--- src/rtl/sec_status_pkg.sv ---
package sec_status_pkg;
   localparam int SS_W  = 16;
   localparam int SS_BE = SS_W / 8;

   localparam int IDX_PAR_DET   = 15;
   localparam int IDX_SYS_ERR   = 14;
   localparam int IDX_MST_ABT   = 13;
   localparam int IDX_TGT_ABT_R = 12;
   localparam int IDX_TGT_ABT_S = 11;
   localparam int IDX_MST_PAR   = 8;

   localparam logic [SS_W-1:0] SS_STICKY_MASK = 16'hF900;
   localparam logic [SS_W-1:0] SS_RO_VALUE    = 16'h02A0;
endpackage

--- src/rtl/ss_evt_qual.sv ---
module ss_evt_qual
   import sec_status_pkg::*;
(
   input  logic            clk,
   input  logic            rst_n,
   input  logic            perr_resp_en,
   input  logic            bus_master,
   input  logic            ev_addr_perr_tgt,
   input  logic            ev_data_perr_tgt_wr,
   input  logic            ev_data_perr_mst_rd,
   input  logic            ev_perr_drv_rd,
   input  logic            ev_perr_seen_wr,
   input  logic            ev_serr_seen,
   input  logic            ev_mabort,
   input  logic            ev_tabort_rcvd,
   input  logic            ev_tabort_sig,
   output logic [SS_W-1:0] set_vec
);
   logic par_any;
   logic mpar_ok;

   assign par_any = ev_addr_perr_tgt | ev_data_perr_tgt_wr | ev_data_perr_mst_rd;
   assign mpar_ok = bus_master & perr_resp_en & (ev_perr_drv_rd | ev_perr_seen_wr);

   always_comb begin
      set_vec                = '0;
      set_vec[IDX_PAR_DET]   = par_any;
      set_vec[IDX_SYS_ERR]   = ev_serr_seen;
      set_vec[IDX_MST_ABT]   = ev_mabort;
      set_vec[IDX_TGT_ABT_R] = ev_tabort_rcvd;
      set_vec[IDX_TGT_ABT_S] = ev_tabort_sig;
      set_vec[IDX_MST_PAR]   = mpar_ok;
   end

   // without the enable, no master parity request may leave this stage
   p_mpar_gate_r4: assert property (@(posedge clk) disable iff (!rst_n)
      !perr_resp_en |-> !set_vec[IDX_MST_PAR]);
   // each parity input alone requests the detected-parity flag
   p_par_det_r3: assert property (@(posedge clk) disable iff (!rst_n)
      (ev_addr_perr_tgt || ev_data_perr_tgt_wr || ev_data_perr_mst_rd) |-> set_vec[IDX_PAR_DET]);
endmodule

--- src/rtl/ss_w1c_dec.sv ---
module ss_w1c_dec
   import sec_status_pkg::*;
#(
   parameter int ADDR_W     = 8,
   parameter int REG_OFFSET = 'h1E
)(
   input  logic [ADDR_W-1:0] cfg_addr,
   input  logic              cfg_wr,
   input  logic [SS_BE-1:0]  cfg_be,
   input  logic [SS_W-1:0]   cfg_wdata,
   output logic              hit,
   output logic [SS_W-1:0]   clr_vec
);
   localparam logic [ADDR_W-1:0] OFS = ADDR_W'(REG_OFFSET);

   logic [SS_W-1:0] be_mask;

   for (genvar g = 0; g < SS_BE; g++) begin : g_lane
      assign be_mask[g*8 +: 8] = {8{cfg_be[g]}};
   end

   assign hit     = (cfg_addr == OFS);
   assign clr_vec = (cfg_wr && hit) ? (cfg_wdata & be_mask & SS_STICKY_MASK) : '0;
endmodule

--- src/rtl/ss_sticky_cell.sv ---
module ss_sticky_cell #(
   parameter bit SET_WINS = 1'b1
)(
   input  logic clk,
   input  logic rst_n,
   input  logic set_i,
   input  logic clr_i,
   output logic q_o
);
   logic q_nxt;

   if (SET_WINS) begin : g_set_pri
      assign q_nxt = set_i | (q_o & ~clr_i);
      // a set in the same cycle as a clear leaves the flag at 1
      p_set_wins_r8: assert property (@(posedge clk) disable iff (!rst_n)
         set_i |=> q_o);
   end else begin : g_clr_pri
      assign q_nxt = (q_o | set_i) & ~clr_i;
      p_clr_wins_r8: assert property (@(posedge clk) disable iff (!rst_n)
         clr_i |=> !q_o);
   end

   always_ff @(posedge clk or negedge rst_n) begin
      if (!rst_n) q_o <= 1'b0;
      else        q_o <= q_nxt;
   end

   // a clear without a set drops the flag
   p_clear_r7: assert property (@(posedge clk) disable iff (!rst_n)
      (clr_i && !set_i) |=> !q_o);
   // with no set and no clear the flag holds
   p_hold_r6: assert property (@(posedge clk) disable iff (!rst_n)
      (!set_i && !clr_i) |=> (q_o == $past(q_o)));
endmodule

--- src/rtl/sec_status_reg.sv ---
module sec_status_reg
   import sec_status_pkg::*;
#(
   parameter int ADDR_W     = 8,
   parameter int REG_OFFSET = 'h1E,
   parameter bit SET_WINS   = 1'b1
)(
   input  logic              clk,
   input  logic              rst_n,
   input  logic [ADDR_W-1:0] cfg_addr,
   input  logic              cfg_wr,
   input  logic [1:0]        cfg_be,
   input  logic [15:0]       cfg_wdata,
   output logic [15:0]       cfg_rdata,
   input  logic              perr_resp_en,
   input  logic              bus_master,
   input  logic              ev_addr_perr_tgt,
   input  logic              ev_data_perr_tgt_wr,
   input  logic              ev_data_perr_mst_rd,
   input  logic              ev_perr_drv_rd,
   input  logic              ev_perr_seen_wr,
   input  logic              ev_serr_seen,
   input  logic              ev_mabort,
   input  logic              ev_tabort_rcvd,
   input  logic              ev_tabort_sig
);
   if (ADDR_W < 2 || REG_OFFSET < 0 || REG_OFFSET >= (1 << ADDR_W)) begin : g_bad_ofs
      $error("sec_status_reg: REG_OFFSET does not fit in ADDR_W");
   end
   if ((REG_OFFSET % SS_BE) != 0) begin : g_bad_align
      $error("sec_status_reg: REG_OFFSET must be aligned to the register width");
   end
   if (SS_BE != 2) begin : g_bad_width
      $error("sec_status_reg: port widths assume a 16-bit register");
   end

   logic [SS_W-1:0] set_vec;
   logic [SS_W-1:0] clr_vec;
   logic [SS_W-1:0] status;
   logic            hit;

   ss_evt_qual u_qual (
      .clk                 (clk),
      .rst_n               (rst_n),
      .perr_resp_en        (perr_resp_en),
      .bus_master          (bus_master),
      .ev_addr_perr_tgt    (ev_addr_perr_tgt),
      .ev_data_perr_tgt_wr (ev_data_perr_tgt_wr),
      .ev_data_perr_mst_rd (ev_data_perr_mst_rd),
      .ev_perr_drv_rd      (ev_perr_drv_rd),
      .ev_perr_seen_wr     (ev_perr_seen_wr),
      .ev_serr_seen        (ev_serr_seen),
      .ev_mabort           (ev_mabort),
      .ev_tabort_rcvd      (ev_tabort_rcvd),
      .ev_tabort_sig       (ev_tabort_sig),
      .set_vec             (set_vec)
   );

   ss_w1c_dec #(
      .ADDR_W     (ADDR_W),
      .REG_OFFSET (REG_OFFSET)
   ) u_dec (
      .cfg_addr  (cfg_addr),
      .cfg_wr    (cfg_wr),
      .cfg_be    (cfg_be),
      .cfg_wdata (cfg_wdata),
      .hit       (hit),
      .clr_vec   (clr_vec)
   );

   for (genvar b = 0; b < SS_W; b++) begin : g_bit
      if (SS_STICKY_MASK[b]) begin : g_stk
         ss_sticky_cell #(.SET_WINS(SET_WINS)) u_cell (
            .clk   (clk),
            .rst_n (rst_n),
            .set_i (set_vec[b]),
            .clr_i (clr_vec[b]),
            .q_o   (status[b])
         );
      end else begin : g_ro
         logic unused_ro;
         assign unused_ro = set_vec[b] | clr_vec[b];
         assign status[b] = SS_RO_VALUE[b];
      end
   end

   assign cfg_rdata = hit ? status : '0;

   // fixed fields hold their values whenever the register is selected
   p_const_r2: assert property (@(posedge clk) disable iff (!rst_n)
      (cfg_addr == ADDR_W'(REG_OFFSET)) |-> ((cfg_rdata & ~SS_STICKY_MASK) == SS_RO_VALUE));
   // a miss reads zero
   p_miss_r9: assert property (@(posedge clk) disable iff (!rst_n)
      (cfg_addr != ADDR_W'(REG_OFFSET)) |-> (cfg_rdata == '0));
   // a clear master parity flag stays clear while the enable is off
   p_mpar_off_r4: assert property (@(posedge clk) disable iff (!rst_n)
      (!perr_resp_en && !status[IDX_MST_PAR]) |=> !status[IDX_MST_PAR]);
   // any parity input raises bit 15 by the next edge
   p_par_set_r3: assert property (@(posedge clk) disable iff (!rst_n)
      (ev_addr_perr_tgt || ev_data_perr_tgt_wr || ev_data_perr_mst_rd) |=> status[IDX_PAR_DET]);
endmodule

--- config.mk ---
export PLATFORM = sky130hd
export DESIGN_NAME = sec_status_reg
export DESIGN_NICKNAME = d
export VERILOG_FILES = /design/src/rtl/sec_status_pkg.sv /design/src/rtl/ss_evt_qual.sv /design/src/rtl/ss_w1c_dec.sv /design/src/rtl/ss_sticky_cell.sv /design/src/rtl/sec_status_reg.sv
export SDC_FILE = /design/constraint.sdc
export NUM_CORES = 1
export LEC_CHECK = 0
export BUFFER_PORTS_ARGS = -buffer_cell sky130_fd_sc_hd__clkbuf_2
export CORE_MARGIN = 8
export CORE_UTILIZATION = 30
export DETAILED_ROUTE_END_ITERATION = 10
export GPL_TIMING_DRIVEN = 1
export MAX_ROUTING_LAYER = met4
export PLACE_DENSITY = 0.86
export SLEW_MARGIN = 5
export SYNTH_ARGS = -nofsm -noshare
export SYNTH_HDL_FRONTEND = slang
export SYNTH_SLANG_ARGS = --single-unit
export TNS_END_PERCENT = 30
--- constraint.sdc ---
create_clock -name clk -period 1.41 [get_ports clk]
set_clock_uncertainty 0.2 [all_clocks]
set_input_delay 0.2115 -clock clk [delete_from_list [all_inputs] [get_ports clk]]
set_output_delay 0.2115 -clock clk [all_outputs]
set_load 0.1 [all_outputs]
==> results by group <==
Drt
  • Remaining DRCs: 0
  • DR WL/cell: 13.2 um
  • DRT Wirelength: 1340 um
  • DR iter-0 viols: 2
  • Drt pass-1 iters: 3
  • Vias: 456
  • Drt via density: 4.47
  • ANT nets after route: 0

Setup path
  • Arr. time, crit path: 1230 ps
  • CP Launch Type: primary input
  • Worst EP required: 1000 ps
  • Setup Crit Path Kind: in -> out
  • CP peak stage delay: 220 ps
  • Critical Path, Cell by Cell: clkbuf_2 -> nand4bb_1 -> nor4_2 -> buf_4 -> and2_2 -> buf_12
  • Crit Path Max Fanout: 9
  • Critical-path top delay cell: nor4_2
  • Critical Path Sink Type: output pin

Synth
  • Yosys top cell area share: 35.6%
  • Synth area leaders: dfrtp_1 (36%), buf_4 (20%), and2_1 (8.9%)
  • Synth Warn #: 0
  • Post-synth top area cell: dfrtp_1
  • Cell variety after synth: 14
  • Avg Cell Area, Syn: 8.78 sq um
  • Register area share after synthesis: 35.6%
  • Cells after Synth: 48
  • Mapped Area: 422 sq um
  • Yosys reg bits: 6

Global route
  • Vias in the first global route: 519
  • First-pass GRT wire length: 2130 um
  • Pin count of the biggest net entering global routing: 10
  • Total track usage: 10.4%
  • GR Util met2: 18.6%
  • Grt met1 use: 9.24%
  • Initial antenna violation count: 0
  • Met3 Use GR: 3.36%
  • GRT Max-Usage Layer: met2
  • Total global routing overflow: 0

STA
  • # setup viols final: 9
  • Fin worst setup slack: -235 ps
  • Max Freq: 608 MHz
  • Min Tclk post-route: 1640 ps
  • Worst hold slack: 15.5 ps
  • Fin crit share: 117%
  • Fin. max-slew vios: 0
  • Setup TNS after final layout: -1980 ps
  • RSZ-0062 raised after global routing: true
  • Final Hold Vio Count: 0

Layout
  • Reg area: 150 sq um
  • Multi-input logic area: 223 sq um
  • Synthesis-to-finish area growth: 82.8%
  • Top Registers: g_bit.g_stk.u_cell.q_o: 6 flops
  • Max FFs per register: 6
  • Fillers: 121
  • Post-route cell area: 771 sq um
  • Fin nets: 129
  • Register with the most flip-flops: g_bit.g_stk.u_cell.q_o
  • Share of cells above drive strength 1: 57.5%
  • ANT cells: 0

Place
  • GPL Wtd Cong: 0.705
  • HPWL Detailed: 1180 um
  • Port bufs: 37
  • Pre-CTS WS: -254 ps
  • Dpl cell area: 734 sq um

Floorplan
  • Initial Util: 32.4%
  • Height of the die: 53.5 um
  • I/O pin count: 56
  • Die area: 2860 sq um
  • Die Width: 53.5 um
  • Rows: 13
  • Core area: 1300 sq um

Clock tree
  • CTS tree: yes
  • CTS Buffer Depth: 2
  • H-tree Lvls: 1
  • CTS Root Cell: clkbuf_4
  • Clock Latency Late Sink: 240 ps
  • Reg clk slew, reported paths: 40 ps
  • Clock tree sinks: 6
  • Cts bufs inserted: 3

Worst hold path
  • Hold Crit Class: in -> reg

Status
  • Failing checks: setup timing
  • Status: finished, violations left

Pwr
  • PD cells: 626 nW/um^2
  • LEAKAGE: 0.365 nW
  • Maximum vdd drop: 0.439 mV
  • Pwr Total: 0.482 mW

Job
  • Max-Cap Viols: 0
## what timing repair did
item                       in CTS  in global routing
resized for setup               1                  0
setup endpoints to repair       9                  9
cloned                          0                  0
hold endpoints to repair        6                  0
hold buffers                    1                  0
buffers inserted                0                  0
## cell families after synthesis
kind of cell           after synthesis  synth area share [%]
AOI/OAI and AO/OA                    7                  9.50
buffers and inverters               11                  19.6
DFF                                  6                  35.6
other                                1                 0.889
and+or+nand+nor                     23                  34.4
## path summary, 6_finish.rpt
check / start / end / slack, ps / cells after the start
hold reg to reg: g_bit[13].g_stk.u_cell.q_o$_DFF_PN0_ / g_bit[13].g_stk.u_cell.q_o$_DFF_PN0_ / 320 / 2
setup / recovery: cfg_addr[0] / cfg_rdata[14] / -230 / 6
min in group asynchronous: rst_n / g_bit[14].g_stk.u_cell.q_o$_DFF_PN0_ / 130 / 2
max in group asynchronous: rst_n / g_bit[13].g_stk.u_cell.q_o$_DFF_PN0_ / 730 / 2
setup reg to reg: g_bit[15].g_stk.u_cell.q_o$_DFF_PN0_ / g_bit[15].g_stk.u_cell.q_o$_DFF_PN0_ / 370 / 2
hold / removal: ev_tabort_sig / g_bit[11].g_stk.u_cell.q_o$_DFF_PN0_ / 20 / 3
## power by group
part / switching (mW) / internal (mW)
clock network: 0.0610 / 0.0962
registers: 0.0000885 / 0.173
logic: 0.112 / 0.0403
total: 0.173 / 0.309
## worst max-delay path: cells and delay by family
kind	cells	cell delay, ps
buffers and inverters	3	440
AND/OR/NAND/NOR	3	570
## per-stage QoR
step	util, %	instances
2_1_floorplan	-	54
3_3_place_gp	56.4	98
3_5_place_dp	56.4	98
4_1_cts	59.2	102
5_1_grt	59.2	102
6_report	59.2	102
## area by class of cell
type	instances	share of cell area, %
multi-input cells	37	28.9
clock buffers	3	2.92
well taps	15	2.44
flip-flops and latches	6	19.5
repair buffers	41	46.3
## cells in the final DEF, fill, tap and decap left out, drive strengths merged, types with 2 or more instances in the layout
master  Yosys  routed
dfrtp       6       6
conb        1       7
nor2        5       5
clkbuf      0      31
and2        6       6
nor3b       4       4
nand2       2       2
nor4        3       3
buf        11      12
a21oi       6       6
## cells in the mapped netlist, drive strengths merged
cell type	n
a21oi	6
and2	6
and4b	1
buf	11
conb	1
dfrtp	6
nand2	2
nand3	1
nand4bb	1
nor2	5
nor3b	4
nor4	3
o211a	1
## layer usage
layer	wire, um	vias up	share of wire, %
met4	0	0	0
met2	724	23	54
li1	-	228	-
met5	0	-	0
met3	125	0	9.3
met1	493	205	37
Note: power is estimated with default switching activity, not from simulation.
